<file path="src/rtl/dip_pkg.sv">
package dip_pkg;
   localparam int NLANE = 2;
   localparam int NSTG  = 5;
   typedef enum logic [2:0] {
      STG_PF  = 3'd0,
      STG_DEC = 3'd1,
      STG_AG  = 3'd2,
      STG_EX  = 3'd3,
      STG_WB  = 3'd4
   } stage_e;
   localparam int NPOST = NSTG - int'(STG_AG);
endpackage

</file>
<file path="src/rtl/dip_rules.sv">
module dip_rules #(
   parameter int REG_W        = 3,
   parameter int TAG_W        = 4,
   parameter int FP_PAIR_SAME = 1,
   localparam int DW          = TAG_W + 3*REG_W + 5
) (
   input  logic [DW-1:0] old_i,
   input  logic [DW-1:0] yng_i,
   output logic          pair_ok_o
);
   localparam int O_DST = TAG_W;
   localparam int O_S1  = TAG_W + REG_W;
   localparam int O_S2  = TAG_W + 2*REG_W;
   localparam int O_WR  = TAG_W + 3*REG_W;
   localparam int O_FP  = O_WR + 1;
   localparam int O_CX  = O_WR + 2;
   localparam int O_DI  = O_WR + 3;
   localparam int O_IM  = O_WR + 4;

   logic [REG_W-1:0] o_dst, y_dst, y_s1, y_s2;
   logic raw, waw, form_bad, kind_ok;

   assign o_dst = old_i[O_DST +: REG_W];
   assign y_dst = yng_i[O_DST +: REG_W];
   assign y_s1  = yng_i[O_S1 +: REG_W];
   assign y_s2  = yng_i[O_S2 +: REG_W];

   assign raw = old_i[O_WR] && ((o_dst == y_s1) || (o_dst == y_s2));
   assign waw = old_i[O_WR] && yng_i[O_WR] && (o_dst == y_dst);
   assign form_bad = old_i[O_CX] | yng_i[O_CX] | old_i[O_DI] | yng_i[O_DI]
                   | old_i[O_IM] | yng_i[O_IM];

   generate
      if (FP_PAIR_SAME != 0) begin : g_fp_same
         assign kind_ok = (old_i[O_FP] == yng_i[O_FP]);
      end else begin : g_fp_never
         assign kind_ok = !old_i[O_FP] && !yng_i[O_FP];
      end
   endgenerate

   assign pair_ok_o = !raw && !waw && !form_bad && kind_ok;
endmodule

</file>
<file path="src/rtl/dip_lane.sv">
module dip_lane #(
   parameter int TAG_W = 4,
   parameter int DEPTH = 3
) (
   input  logic             clk,
   input  logic             rst_n,
   input  logic             adv_i,
   input  logic             ins_vld_i,
   input  logic [TAG_W-1:0] ins_tag_i,
   output logic [DEPTH-1:0] occ_o,
   output logic [TAG_W-1:0] last_tag_o
);
   logic [DEPTH-1:0] vld;
   logic [TAG_W-1:0] tag [DEPTH];

   generate
      for (genvar s = 0; s < DEPTH; s++) begin : g_stg
         if (s == 0) begin : g_head
            always_ff @(posedge clk or negedge rst_n) begin
               if (!rst_n) begin
                  vld[s] <= 1'b0;
                  tag[s] <= '0;
               end else if (adv_i) begin
                  vld[s] <= ins_vld_i;
                  tag[s] <= ins_tag_i;
               end
            end
         end else begin : g_body
            always_ff @(posedge clk or negedge rst_n) begin
               if (!rst_n) begin
                  vld[s] <= 1'b0;
                  tag[s] <= '0;
               end else if (adv_i) begin
                  vld[s] <= vld[s-1];
                  tag[s] <= tag[s-1];
               end
            end
         end
      end
   endgenerate

   assign occ_o      = vld;
   assign last_tag_o = tag[DEPTH-1];
endmodule

</file>
<file path="src/rtl/dual_issue_pair_ctl.sv">
module dual_issue_pair_ctl
   import dip_pkg::*;
#(
   parameter int REG_W        = 3,
   parameter int TAG_W        = 4,
   parameter int FP_PAIR_SAME = 1,
   localparam int DW          = TAG_W + 3*REG_W + 5
) (
   input  logic             clk,
   input  logic             rst_n,
   input  logic [1:0]       in_vld,
   input  logic [DW-1:0]    in_a,
   input  logic [DW-1:0]    in_b,
   output logic             in_ready,
   input  logic [1:0]       stall_req,
   output logic [1:0]       lane_stall,
   output logic             issue_pair,
   output logic             issue_single,
   output logic [TAG_W-1:0] issue_tag_p,
   output logic [TAG_W-1:0] issue_tag_s,
   output logic [NSTG-1:0]  occ_p,
   output logic [NSTG-1:0]  occ_s,
   output logic [TAG_W-1:0] wb_tag_p,
   output logic [TAG_W-1:0] wb_tag_s
);
   generate
      if (REG_W < 1 || TAG_W < 1) begin : g_bad_width
         $error("dual_issue_pair_ctl: REG_W and TAG_W must be at least 1");
      end
      if (FP_PAIR_SAME != 0 && FP_PAIR_SAME != 1) begin : g_bad_opt
         $error("dual_issue_pair_ctl: FP_PAIR_SAME must be 0 or 1");
      end
   endgenerate

   logic            hold;
   logic [1:0]      pf_vld, dec_vld;
   logic [DW-1:0]   pf_slot  [NLANE];
   logic [DW-1:0]   dec_slot [NLANE];
   logic            pair_ok, do_pair, do_single, dec_free, dec_load;
   logic [NLANE-1:0] ln_ins;
   logic [TAG_W-1:0] ln_tag  [NLANE];
   logic [NPOST-1:0] ln_occ  [NLANE];
   logic [TAG_W-1:0] ln_last [NLANE];

   assign hold       = |stall_req;
   assign lane_stall = {NLANE{hold}};

   dip_rules #(.REG_W(REG_W), .TAG_W(TAG_W), .FP_PAIR_SAME(FP_PAIR_SAME)) u_rules (
      .old_i     (dec_slot[0]),
      .yng_i     (dec_slot[1]),
      .pair_ok_o (pair_ok)
   );

   always_comb begin
      do_pair   = !hold && dec_vld[0] && dec_vld[1] && pair_ok;
      do_single = !hold && dec_vld[0] && !do_pair;
      dec_free  = !dec_vld[0] || do_pair || (do_single && !dec_vld[1]);
      dec_load  = !hold && dec_free && pf_vld[0];
      in_ready  = !hold && (!pf_vld[0] || dec_load);
   end

   always_ff @(posedge clk or negedge rst_n) begin
      if (!rst_n) begin
         pf_vld  <= '0;
         dec_vld <= '0;
         for (int i = 0; i < NLANE; i++) begin
            pf_slot[i]  <= '0;
            dec_slot[i] <= '0;
         end
      end else if (!hold) begin
         if (dec_load) begin
            dec_vld     <= pf_vld;
            dec_slot[0] <= pf_slot[0];
            dec_slot[1] <= pf_slot[1];
         end else if (do_pair) begin
            dec_vld <= 2'b00;
         end else if (do_single) begin
            dec_vld     <= {1'b0, dec_vld[1]};
            dec_slot[0] <= dec_slot[1];
         end
         if (in_ready) begin
            if (in_vld == 2'b10) begin
               pf_vld     <= 2'b01;
               pf_slot[0] <= in_b;
            end else begin
               pf_vld     <= in_vld;
               pf_slot[0] <= in_a;
               pf_slot[1] <= in_b;
            end
         end
      end
   end

   assign ln_ins[0] = do_pair | do_single;
   assign ln_ins[1] = do_pair;
   assign ln_tag[0] = dec_slot[0][TAG_W-1:0];
   assign ln_tag[1] = dec_slot[1][TAG_W-1:0];

   generate
      for (genvar l = 0; l < NLANE; l++) begin : g_lane
         dip_lane #(.TAG_W(TAG_W), .DEPTH(NPOST)) u_lane (
            .clk        (clk),
            .rst_n      (rst_n),
            .adv_i      (!hold),
            .ins_vld_i  (ln_ins[l]),
            .ins_tag_i  (ln_tag[l]),
            .occ_o      (ln_occ[l]),
            .last_tag_o (ln_last[l])
         );
      end
   endgenerate

   assign issue_pair   = do_pair;
   assign issue_single = do_single;
   assign issue_tag_p  = ln_tag[0];
   assign issue_tag_s  = ln_tag[1];
   assign occ_p        = {ln_occ[0], dec_vld[0], pf_vld[0]};
   assign occ_s        = {ln_occ[1], dec_vld[1], pf_vld[1]};
   assign wb_tag_p     = ln_last[0];
   assign wb_tag_s     = ln_last[1];
endmodule

</file>
<file path="config.mk">
export PLATFORM = sky130hd
export DESIGN_NAME = dual_issue_pair_ctl
export DESIGN_NICKNAME = d
export VERILOG_FILES = /design/src/rtl/dip_pkg.sv /design/src/rtl/dip_rules.sv /design/src/rtl/dip_lane.sv /design/src/rtl/dual_issue_pair_ctl.sv
export SDC_FILE = /design/constraint.sdc
export NUM_CORES = 1
export LEC_CHECK = 0
export ABC_AREA = 0
export BUFFER_PORTS_ARGS = -buffer_cell sky130_fd_sc_hd__buf_4
export CAP_MARGIN = 5
export CORE_MARGIN = 2
export CORE_UTILIZATION = 56
export DETAILED_ROUTE_END_ITERATION = 6
export PLACE_DENSITY = 0.8
export SYNTH_ARGS = -nofsm -noshare
export SYNTH_HDL_FRONTEND = slang
export SYNTH_SLANG_ARGS = --single-unit
</file>
<file path="constraint.sdc">
create_clock -name clk -period 2.7 [get_ports clk]
set_input_delay 0.54 -clock clk [delete_from_list [all_inputs] [get_ports clk]]
set_output_delay 0.54 -clock clk [all_outputs]
set_load 0.01 [all_outputs]
</file>
==> qor.txt <==
===============================================================================================
Post-Place Setup Slack ...........................................................     0.237 ns
Number of global-route vias before repair ........................................         2681
Critical path fanouts, max .......................................................            5
Buffer levels on the longest clock path ..........................................            2
Result of the run ................................................................ finished clean
Share of the core filled with cells ..............................................        68.1%
Clock sink total .................................................................           94
Number of rows created at floorplan ..............................................           31
Least-Margin Pin Slew ............................................................     0.624 ns
Final worst-path cycle share .....................................................        95.0%
Antenna viol nets, final .........................................................            0
Total Routing Usage GR ...........................................................        20.1%
Width of the die ................................................................. 90.4 microns
Number of warnings reported in the yosys synthesis log ...........................            0
Fraction of final layout cells with drive strength greater than 1 ................        45.5%
Number of antenna violations at the first check in global routing ................            0
Net total in the final layout ....................................................          446
Synth top area share .............................................................        56.3%
Setup TNS ........................................................................         0 ns
Critical Path End Type ........................................................... primary output
Number of vias after detailed routing ............................................         2606
Synthesis-stage register bit count ...............................................           94
Pins Over Slew Limit .............................................................            0
Leading cell types in the layout, fill and taps excluded ......................... nand2_1 (94), dfrtp_1 (94), buf_4 (79)
Setup crit start kind ............................................................    flip-flop
H-tree depth .....................................................................            3
Remaining global-route overflow ..................................................            0
Nets in the synthesized netlist ..................................................          386
TritonCTS clock tree .............................................................          yes
Starting utilization of the core area ............................................        57.6%
Buffers added on ports ...........................................................           66
Routability congestion estimate from global placement ............................        0.778
Layout overhead on the synthesized area ..........................................        18.2%
Antenna diode count ..............................................................            0
Die outline height ............................................................... 90.4 microns
Max VDD drop .....................................................................     0.359 mV
Cell area after synthesis ........................................................ 0.00418 sq mm
Final setup violation count ......................................................            0
Clock latency at the later pin of the worst-skew pair ............................      0.35 ns
Worst Setup Slack, final .........................................................     0.136 ns
Initial DRC count ................................................................          113
Sequential fraction of the synthesis area ........................................        56.3%
RSZ-0062 raised after global routing .............................................           no
Final count of hold timing violations ............................................            0
Final min period .................................................................      2.56 ns
Cell area after placement ........................................................ 0.00471 sq mm
Cell Pwr Density .................................................................  909 mW/mm^2
Required time at the endpoint of the critical path ...............................      2.16 ns
Arrival time of the worst setup path .............................................      2.02 ns
Max Clock Skew ...................................................................   0.00762 ns
Post-detailed-placement half-perimeter wirelength ................................ 5250 microns
Critical path class .............................................................. flip-flop to primary output
Global-route wire length before repair ........................................... 13000 microns
Root buffer cell .................................................................     clkbuf_8
I/O pin count ....................................................................           73
Maximum number of pins on one net before global-route repair .....................           49
Clock input transition at the sequential cells of the worst setup and hold paths .      0.09 ns
Detailed Route WL ................................................................ 7460 microns
Setup bufs post-CTS ..............................................................            0
Remaining max-slew budget at the tightest pin ....................................        58.4%
Non-Filler Cell Area, Final ...................................................... 0.00494 sq mm
Maximum operating frequency ......................................................    0.390 GHz
Number of DRC violations after detailed routing ..................................            0
Worst min-delay path category .................................................... primary input to async pin
Total power after layout .........................................................      4.49 mW
Gate count of the mapped netlist .................................................          344
Die area ......................................................................... 0.00816 sq mm
Avg Inst Size Synth ..............................................................   12.1 sq um
Number of distinct library cells after synthesis .................................           29
Routed len/inst .................................................................. 14.7 microns
LEAKAGE ..........................................................................      2.36 nW
Inserted Clock Buffers ...........................................................            9
Most area-consuming cells after synthesis ........................................ dfrtp_1 (56%), mux2_2 (19%), nand2_1 (8.4%), mux2_4 (3.6%), buf_4 (3.4%)
Area inside the core boundary .................................................... 0.00725 sq mm
Most area-hungry cell type in the Yosys netlist ..................................      dfrtp_1
First-pass detailed-route iteration total ........................................            6
Max-cap violations ...............................................................            0
Via count normalized by instance count ...........................................         5.13
===============================================================================================
-- critical path, cell delays in order, from the launching register on --
cell	delay [ns]
dfrtp_1	0.44
xor2_1	0.17
nor3_2	0.30
o31ai_4	0.12
a21oi_2	0.35
a21oi_4	0.13
buf_4	0.17
-- cells by family after synthesis --
kind of cell	after synthesis	share of synthesized area [%]
flip-flops	94	56.3
buffers and inverters	36	5.42
AND/OR/NAND/NOR	110	11.0
AO/OA/AOI/OAI	12	2.25
XOR/XNOR	10	2.10
multiplexers	82	22.9
-- stage by stage --
step	hold slack, ns	cells
after floorplan	0.244	344
after global placement	0.447	492
after detailed placement	0.456	492
after CTS	0.203	508
after global routing	0.236	508
final	0.192	508
-- Yosys cell counts (all sizes together) --
master,number
dfrtp,94
nand2,94
mux2,80
buf,23
clkbuf,8
xor2,6
nor2,5
o21ai,5
inv,4
xnor2,4
a21oi,3
nand3,3
mux2i,2
nor3,2
a211oi,1
a21o,1
and4,1
clkinv,1
nand3b,1
nand4,1
nor2b,1
nor4,1
nor4b,1
o31ai,1
o32a,1
-- registers in the layout, indices dropped and copies added (netlist names) --
register and count:
g_lane.u_lane.occ_o 6, dec_slot 22, pf_vld 2, issue_tag_s 4, dec_vld 2, g_lane.u_lane.tag 16, g_lane.u_lane.last_tag_o 8, issue_tag_p 4
pf_slot 30
-- final cells by class --
class,instances,area [sq um]
flip-flops and latches,94,2350
fillers,542,2320
multi-input cells,214,1630
repair buffers,80,613
clock buffers,9,124
well taps,99,124
clock inverters,7,72.6
inverters,5,18.8
-- final timing paths --
check	from	endpoint	slack [ns]	cells after the start
max in group asynchronous	rst_n	dec_slot[13]	1.84	2
setup reg to reg	dec_slot[22]	pf_slot[17]	0.46	7
min in group clk	in_b[7]	pf_slot[7]	0.41	2
hold / removal	rst_n	pf_slot[9]	0.19	1
hold reg to reg	g_lane[1].u_lane.tag[10]	g_lane[1].u_lane.tag[6]	0.48	2
setup / recovery	dec_slot[22]	in_ready	0.14	6
-- report_power, final --
group	internal [mW]	total [mW]	switching (mW)
logic	0.773	1.31	0.536
clock network	0.431	0.917	0.486
registers	1.89	2.26	0.374
total	3.09	4.49	1.40
-- per-layer routing --
metal	share of wire [%]	up-vias	routed length, microns	track usage [%]
met5	0	-	0	0
met3	3.9	7	288	4.59
li1	-	1242	-	-
met4	1.4	0	104	7.31
met1	46	1298	3440	26.6
met2	49	59	3620	32.7
-- what timing repair did --
| item | in CTS | in global routing |
|---|---|---|
| pin swaps | 1 | 0 |
| hold buffers | 0 | 0 |
| endpoints found under the setup margin | 1 | 1 |
| resized for setup | 2 | 3 |
Note: power is estimated with default switching activity, not from simulation.
